**config.mk**
```make
export PLATFORM = sky130hd
export DESIGN_NAME = adc_init_seq
export DESIGN_NICKNAME = d
export VERILOG_FILES = /design/src/rtl/adc_init_pkg.sv /design/src/rtl/adc_init_edge.sv /design/src/rtl/adc_init_cnt.sv /design/src/rtl/adc_init_gate.sv /design/src/rtl/adc_init_seq.sv
export SDC_FILE = /design/constraint.sdc
export NUM_CORES = 1
export LEC_CHECK = 0
export BUFFER_PORTS_ARGS = -buffer_cell sky130_fd_sc_hd__buf_2
export CORE_AREA = 5 5 58 60
export DETAILED_ROUTE_END_ITERATION = 8
export DIE_AREA = 0 0 63 65
export HOLD_SLACK_MARGIN = 0.03
export PLACE_DENSITY_LB_ADDON = 0.2
export SYNTH_ARGS = -nofsm -noshare
export SYNTH_HDL_FRONTEND = slang
export SYNTH_SLANG_ARGS = --single-unit
```
**constraint.sdc**
```tcl
create_clock -name clk -period 2.2 [get_ports clk]
set_input_delay 0.33 -clock clk [delete_from_list [all_inputs] [get_ports clk]]
set_output_delay 0.33 -clock clk [all_outputs]
set_load 0.005 [all_outputs]
```
**src/rtl/adc_init_pkg.sv**
```systemverilog
package adc_init_pkg;

    typedef enum logic [1:0] {
        SEQ_IDLE = 2'b00,
        SEQ_INIT = 2'b01,
        SEQ_RUN  = 2'b10
    } seq_state_e;

    typedef enum logic [1:0] {
        HPM_SLOW = 2'b00,
        HPM_MID  = 2'b01,
        HPM_FAST = 2'b10,
        HPM_RSVD = 2'b11
    } hpm_e;

    typedef struct packed {
        seq_state_e state;
        hpm_e       mode;
    } seq_ctl_t;

    // Window length for a mode code; the reserved code maps to the slow setting.
    function automatic int unsigned init_len(hpm_e m, int unsigned l_slow,
                                             int unsigned l_mid, int unsigned l_fast);
        case (m)
            HPM_MID:  return l_mid;
            HPM_FAST: return l_fast;
            default:  return l_slow;
        endcase
    endfunction

    function automatic int unsigned max3(int unsigned a, int unsigned b, int unsigned c);
        int unsigned m;
        m = (a > b) ? a : b;
        return (m > c) ? m : c;
    endfunction

endpackage

```
**src/rtl/adc_init_edge.sv**
```systemverilog
module adc_init_edge (
    input  logic clk,
    input  logic rst_n,
    input  logic level,
    output logic rise
);
    logic level_q;

    always_ff @(posedge clk) begin
        if (!rst_n) level_q <= 1'b0;
        else        level_q <= level;
    end

    assign rise = level & ~level_q;
endmodule

```
**src/rtl/adc_init_cnt.sv**
```systemverilog
module adc_init_cnt #(
    parameter int unsigned CNT_W = 12,
    parameter int unsigned LIMIT = 3088
) (
    input  logic             clk,
    input  logic             rst_n,
    input  logic             clear,
    input  logic             step,
    input  logic [CNT_W-1:0] limit,
    output logic             last
);
    logic [CNT_W-1:0] cnt;

    always_ff @(posedge clk) begin
        if (!rst_n || clear) cnt <= '0;
        else if (step)       cnt <= cnt + 1'b1;
    end

    assign last = (cnt == limit - 1'b1);

    // the strobe count never runs past the longest window
    p_cnt_bound_r7: assert property (@(posedge clk) disable iff (!rst_n)
        cnt < CNT_W'(LIMIT));
endmodule

```
**src/rtl/adc_init_gate.sv**
```systemverilog
module adc_init_gate #(
    parameter int unsigned DATA_W = 16
) (
    input  logic              pass,
    input  logic [DATA_W-1:0] din,
    output logic [DATA_W-1:0] dout
);
    assign dout = pass ? din : '0;
endmodule

```
**src/rtl/adc_init_seq.sv**
```systemverilog
module adc_init_seq
    import adc_init_pkg::*;
#(
    parameter int unsigned DATA_W = 16,
    parameter int unsigned LEN_SLOW = 3088,
    parameter int unsigned LEN_MID  = 1552,
    parameter int unsigned LEN_FAST = 784
) (
    input  logic              clk,
    input  logic              shutdown_n,
    input  logic              conv_en,
    input  logic [1:0]        hp_mode,
    input  logic              smp_stb,
    input  logic [DATA_W-1:0] smp_in,
    output logic [DATA_W-1:0] smp_out,
    output logic              busy
);
    localparam int unsigned LEN_MAX = max3(LEN_SLOW, LEN_MID, LEN_FAST);
    localparam int unsigned CNT_W   = $clog2(LEN_MAX + 1);

    seq_ctl_t         ctl_q, ctl_d;
    logic             rise;
    logic             cnt_clear, cnt_step, cnt_last;
    logic [CNT_W-1:0] len_q;

    adc_init_edge u_edge (
        .clk   (clk),
        .rst_n (shutdown_n),
        .level (conv_en),
        .rise  (rise)
    );

    // The length comes from the latched mode, so later writes to hp_mode are ignored.
    assign len_q = CNT_W'(init_len(ctl_q.mode, LEN_SLOW, LEN_MID, LEN_FAST));

    adc_init_cnt #(.CNT_W(CNT_W), .LIMIT(LEN_MAX)) u_cnt (
        .clk   (clk),
        .rst_n (shutdown_n),
        .clear (cnt_clear),
        .step  (cnt_step),
        .limit (len_q),
        .last  (cnt_last)
    );

    always_comb begin
        ctl_d     = ctl_q;
        cnt_clear = 1'b0;
        cnt_step  = 1'b0;
        case (ctl_q.state)
            SEQ_IDLE: begin
                if (rise) begin
                    ctl_d.state = SEQ_INIT;
                    ctl_d.mode  = hpm_e'(hp_mode);
                    cnt_clear   = 1'b1;
                end
            end
            SEQ_INIT: begin
                if (!conv_en) begin
                    ctl_d.state = SEQ_IDLE;
                    cnt_clear   = 1'b1;
                end else if (smp_stb) begin
                    if (cnt_last) begin
                        ctl_d.state = SEQ_RUN;
                        cnt_clear   = 1'b1;
                    end else begin
                        cnt_step = 1'b1;
                    end
                end
            end
            SEQ_RUN: begin
                if (!conv_en) ctl_d.state = SEQ_IDLE;
            end
            default: begin
                ctl_d.state = SEQ_IDLE;
                cnt_clear   = 1'b1;
            end
        endcase
    end

    always_ff @(posedge clk) begin
        if (!shutdown_n) ctl_q <= '{state: SEQ_IDLE, mode: HPM_SLOW};
        else             ctl_q <= ctl_d;
    end

    assign busy = (ctl_q.state == SEQ_INIT);

    adc_init_gate #(.DATA_W(DATA_W)) u_gate (
        .pass (ctl_q.state == SEQ_RUN),
        .din  (smp_in),
        .dout (smp_out)
    );

    // a rising enable opens the window on the next cycle
    p_start_r1: assert property (@(posedge clk) disable iff (!shutdown_n)
        $rose(conv_en) |=> busy);
    // output is forced to zero while the window is open
    p_zero_busy_r8: assert property (@(posedge clk) disable iff (!shutdown_n)
        busy |-> (smp_out == '0));
    // a dropped enable closes the window with the output at zero
    p_abort_r9: assert property (@(posedge clk) disable iff (!shutdown_n)
        !conv_en |=> (!busy && smp_out == '0));
    // without a strobe the window stays open
    p_hold_r7: assert property (@(posedge clk) disable iff (!shutdown_n)
        (busy && conv_en && !smp_stb) |=> busy);
    // the latched mode does not move inside a window
    p_mode_hold_r6: assert property (@(posedge clk) disable iff (!shutdown_n)
        busy |=> (!busy || $stable(ctl_q.mode)));
endmodule

```
# Word level (Yosys, flattened, before mapping)
# Index checks and enable logic that the tools add are counted.
[classes]
n_addsub = 2
mux = 17
n_reduce_logical = 5
bitwise_logic = 2
n_eq_ne = 9
[op_table]
columns = ["operator", "n"]
rows = [
  ["12-bit case mux with 2 select lines", 1],
  ["16-bit 2-to-1 mux", 1],
  ["12-bit by 1-bit adder with 12-bit output, second input constant", 1],
  ["12-bit == test", 1],
  ["12-bit by 1-bit subtractor with 12-bit output, second input constant", 1],
  ["1-bit 2-to-1 mux", 8],
  ["2-bit 2-to-1 mux", 4],
  ["2-bit case mux with 3 select lines", 1],
  ["2-bit by 1-bit == test with 1-bit output, second input constant", 2],
  ["2-bit == test, second input constant", 2],
  ["4-bit 2-to-1 mux", 1],
  ["2-bit inequality test, second input constant", 2],
  ["4-bit AND reduction", 1],
  ["3-bit by 2-bit inequality test with 1-bit output, second input constant", 1],
  ["3-bit inequality test, second input constant", 1],
  ["1-bit case mux with 3 select lines", 1],
  ["2-bit logical NOT", 1],
  ["2-bit AND reduction", 1],
  ["1-bit AND", 1],
  ["1-bit logical NOT", 1],
  ["1-bit logical OR", 1],
  ["1-bit NOT", 1],
]
[totals]
input_bits = 22
ff_bits = 17

# Depth between registers and ports, before layout
[logic_depth]
ltp_word = 9
mapped_depth = 6

# Modules after synthesis
# A second synthesis with hierarchy kept.
[hier_totals]
hier_cells = 167
hier_area_um2 = 1390.1
[by_module_without_submodules]
columns = ["mod", "instances", "area_per_inst_um2", "cells_each", "seq_area_each_um2"]
rows = [
  ["adc_init_cnt", 1, 970.9, 117, 240.2],
  ["adc_init_seq", 1, 252.7, 30, 80.1],
  ["adc_init_gate", 1, 126.4, 17, 0.0],
  ["adc_init_edge", 1, 40.0, 3, 20.0],
]

# Least setup slack after synthesis
# No wires, ideal clock.
[synth_path]
kind = "register to register"
startpoint = "register ctl_q[0] (netlist bit)"
endpoint = "register u_cnt.cnt[5]"
stages_incl_launch_ff = 7
path_buffers = 0
period_less_slack_ps = 1625
arrival_ps = 1495
setup_slack_ps = 575
cell_sequence = "dfxtp_1 inv_1 ha_1 xnor2_1 nand4_1 o21ai_2 nor2_1"
[synth_between]
elab_chain_cells = 9
elab_cells_between_ends = 14
cone_classes = "add/sub (1); eq/ne (3); mux (9); reduce/logical (1)"
[synth_rtl]
columns = ["element", "line", "rtl"]
rows = [
  ["from (decl)", "adc_init_seq.sv:21", "seq_ctl_t ctl_q, ctl_d;"],
  ["from (signal assigned)", "adc_init_seq.sv:81", "if (!shutdown_n) ctl_q <= '{state: SEQ_IDLE, mode: HPM_SLOW};"],
  ["from (signal assigned)", "adc_init_seq.sv:82", "else ctl_q <= ctl_d;"],
  ["2-bit == test or 2-bit by 1-bit == test with 1-bit output (tied branches)", "adc_init_pkg.sv:24", "case (m)"],
  ["12-bit case mux with 2 select lines (*)", "adc_init_pkg.sv:24", ""],
  ["12-bit by 1-bit subtractor with 12-bit output (*)", "adc_init_cnt.sv:19", "assign last = (cnt == limit - 1'b1);"],
  ["12-bit == test (*)", "adc_init_cnt.sv:19", ""],
  ["1-bit 2-to-1 mux", "adc_init_seq.sv:62", "if (cnt_last) begin"],
  ["1-bit 2-to-1 mux", "adc_init_seq.sv:61", "end else if (smp_stb) begin"],
  ["1-bit 2-to-1 mux", "adc_init_seq.sv:58", "if (!conv_en) begin"],
  ["1-bit case mux with 3 select lines", "adc_init_seq.sv:49", "case (ctl_q.state)"],
  ["1-bit logical OR", "adc_init_cnt.sv:15", "if (!rst_n || clear) cnt <= '0;"],
  ["to (signal assigned)", "adc_init_cnt.sv:16", "else if (step) cnt <= cnt + 1'b1;"],
  ["to (decl)", "adc_init_cnt.sv:12", "logic [CNT_W-1:0] cnt;"],
]
# Every way passes the cells marked *; elsewhere a longest branch is shown, timed or not.
# A chain may end at the register's enable or synchronous reset.

# Worst setup path in the final report
# Same ends and word-level chain as after synthesis.

==> results.md <==
- Mapped Cells: 123
- Worst path slowest cell: o21ai_2
- Number of cells on the critical path: 6
- Skew final: 0.00411 ns
- GPL Wtd Cong: 0.840
- Clock transition at path regs: 0.10 ns
- Worst R2R Start: ctl_q[0]
- Dominant cell type by area after synthesis: dfxtp_1
- Worst path cell trace: inv_1, ha_1, xnor2_1, nand4_1, o21ai_2, nor2_1
- P&R area growth vs syn: 25.1%
- Layout cell share with drive strength beyond 1: 0.321
- # fillers: 295
- Top cells by area, synth: dfxtp_1 33%, and2_1 13%, xor2_1 5.9%
- Top cells by count, synth: 21 x and2_1, 17 x dfxtp_1, 8 x nor2_1, 7 x a21oi_1, 7 x xor2_1
- FF+latch count, synth: 17
- Pins Over Slew Limit: 0
- Slowest stage delay, CP: 0.50 ns
- Period utilization: 0.869
- Post-route ant nets: 0
- Die W: 63 um
- DRC errors left: 0
- First-pass GRT wire length: 4160 um
- Number of flops mapped to enable cells by yosys: 0
- Worst vdd ir: 265 uV
- FF/Latch Area: 340 um^2
- Largest net degree at the start of global routing: 18
- Drt initial violations: 17
- Num CTS Buffers: 3
- Crit end category: flip-flop
- CTS-repair resized insts: 0
- Tightest Pin Transition: 0.487 ns
- Grt peak-use layer: met2
- Predominant post-synthesis flop cell: dfxtp_1
- Mapped Area: 0.00105 mm^2
- WL per Instance: 11.9 um
- Register area share after synthesis: 0.325
- Initial DRT Pass Iterations: 3
- Initial antenna violation count: 0
- Worst hold path type: in -> reg
- Async SR Flop Fraction: 0
- Hold Buf Count CTS: 0
- Hold path depth: 3
- CTS max path bufs: 2
- Worst EP arrival: 2.08 ns
- Worst setup path start: ctl_q[0]
- DP HPWL: 1890 um
- Final setup vio count: 0
- Met1 Use GR: 0.143
- Top Family by Delay on Critical Path: compound AO/OA/AOI/OAI gates
- Core Region: 0.00288 mm^2
- Hold WS: 0.271 ns
- Fmax: 523 MHz
- HP Start: hp_mode[0]
- Die area: 0.00410 mm^2
- Crit path max fanout: 10
- WS Path Type: reg -> reg
- Top cell type's share of synthesized area: 0.325
- R2R depth: 6
- Diodes inserted: 0
- CP bufs+invs: 1
- Type of origin of the critical path: flip-flop
- Nets: 191
- Worst path required time: 2.37 ns
- Vias in the first global route: 930
- Post-CTS Setup Repair Bufs: 0
- Syn avg cell area: 8.50 um^2
- Area of the multi-input gates: 676 um^2
- Remaining Overflow, GRT: 0
- Rows: 20
- Syn_nets: 148
- P_leak: 0.576 nW
- Port bufs: 38
- Yosys warns: 0
- WL final: 2370 um
- Vias: 989
- Max-Slew Margin vs Limit: 0.674
- Avg Vias per Cell: 4.99
- RSZ-0062 raised after global routing: no
- Grt met2 use: 0.218
- Status: complete, no violations
- GRT Total Usage: 0.124
- Htree depth: 1
- Synth cell types: 37
- Root Buffer: clkbuf_4
- Met3 Use GR: 0.0277
- Initial Util: 0.363
- CTS tree: built
- Top-count cell post-synth: and2_1
- Final hold viol count: 0
- Num ports: 39
- Crit path time final: 1.91 ns
- Die Ht: 65 um
- Max Cap Viol: 0
- Pwr/cell area: 415 mW/mm^2
- Clock Latency Late Sink: 0.29 ns
- Total clock sinks: 17
- Total negative slack: 0 ns
routing by layer:
metal | up-vias | routed length, um
li1 | 522 | -
met1 | 444 | 1040
met2 | 21 | 1190
met3 | 2 | 116
met4 | 0 | 18
met5 | - | 0
registers in the layout (all words and copies together), names as in the netlist:
| signal | flops |
|---|---|
| ctl_q | 4 |
| u_cnt.cnt | 12 |
| u_edge.level_q | 1 |
power breakdown:
part	switching [mW]	leakage [nW]	total [mW]	internal, mW
logic	0.0282	0.420	0.0572	0.0290
clock network	0.102	0.0177	0.170	0.0676
registers	0.00408	0.138	0.316	0.312
total	0.134	0.576	0.543	0.409
final cells by class:
| cell class | instances | area share |
|---|---|---|
| Clock buffer | 3 | 0.0172 |
| Clock inverter | 1 | 0.00382 |
| Inverter | 5 | 0.0143 |
| Multi-Input combinational cell | 99 | 0.516 |
| Sequential cell | 17 | 0.260 |
| Tap cell | 33 | 0.0315 |
| Timing Repair Buffer | 40 | 0.157 |
worst paths after layout:
check	endpoint	slack, ns
setup / recovery	u_cnt.cnt[5]	0.29
hold / removal	ctl_q[0]	0.27
setup reg to reg	u_cnt.cnt[5]	0.29
hold reg to reg	u_cnt.cnt[11]	0.51
kinds of logic (layout without fill, tap and decap cells):
| kind of cell | after synthesis | in the layout | share of synthesized area |
|---|---|---|---|
| compound gates | 21 | 21 | 0.134 |
| xor+xnor | 9 | 9 | 0.0754 |
| fa+ha+maj | 3 | 3 | 0.0359 |
| buf+inv | 7 | 49 | 0.0287 |
| flops | 17 | 17 | 0.325 |
| mux | 4 | 4 | 0.0395 |
| simple gates | 62 | 62 | 0.361 |
worst reg2reg max path, delay by kind of cell (launching register included):
kind / cells / cell delay (ns)
xor+xnor: 1 / 0.18
buf+inv: 1 / 0.06
fa+ha+maj: 1 / 0.33
simple gates: 2 / 0.41
flops: 1 / 0.32
compound gates: 1 / 0.50
cell usage in the layout (no fill, tap or decap), drive strengths merged:
| cell type | instances |
|---|---|
| nor3 | 2 |
| a211o | 1 |
| nor2b | 1 |
| ha | 3 |
| inv | 5 |
| nand2b | 2 |
| nand3 | 6 |
| and2b | 1 |
| or4 | 1 |
| nand2 | 7 |
| xnor2 | 2 |
| and3 | 1 |
| a21oi | 8 |
| xor2 | 7 |
| nor4b | 1 |
| o211ai | 3 |
| mux2 | 1 |
| clkbuf | 3 |
| nor4 | 1 |
| a211oi | 1 |
| o21a | 1 |
| and2 | 21 |
| and4 | 2 |
| buf | 40 |
| o21ai | 5 |
| nor2 | 8 |
| clkinv | 1 |
| o22a | 1 |
| dfxtp | 17 |
| or3 | 2 |
| and4b | 1 |
| mux2i | 3 |
| o31ai | 1 |
| nand4 | 5 |
metrics by stage:
step	utilization	area, um^2	total power [mW]	setup WS [ns]	instances
floorplan	-	1050	0.355	0.575	123
global placement	0.445	1280	0.379	0.388	194
detailed placement	0.445	1280	0.381	0.296	194
CTS	0.455	1310	0.555	0.291	198
global route	0.455	1310	0.581	0.119	198
finish	0.455	1310	0.543	0.288	198
Note: power is estimated with default switching activity, not from simulation.
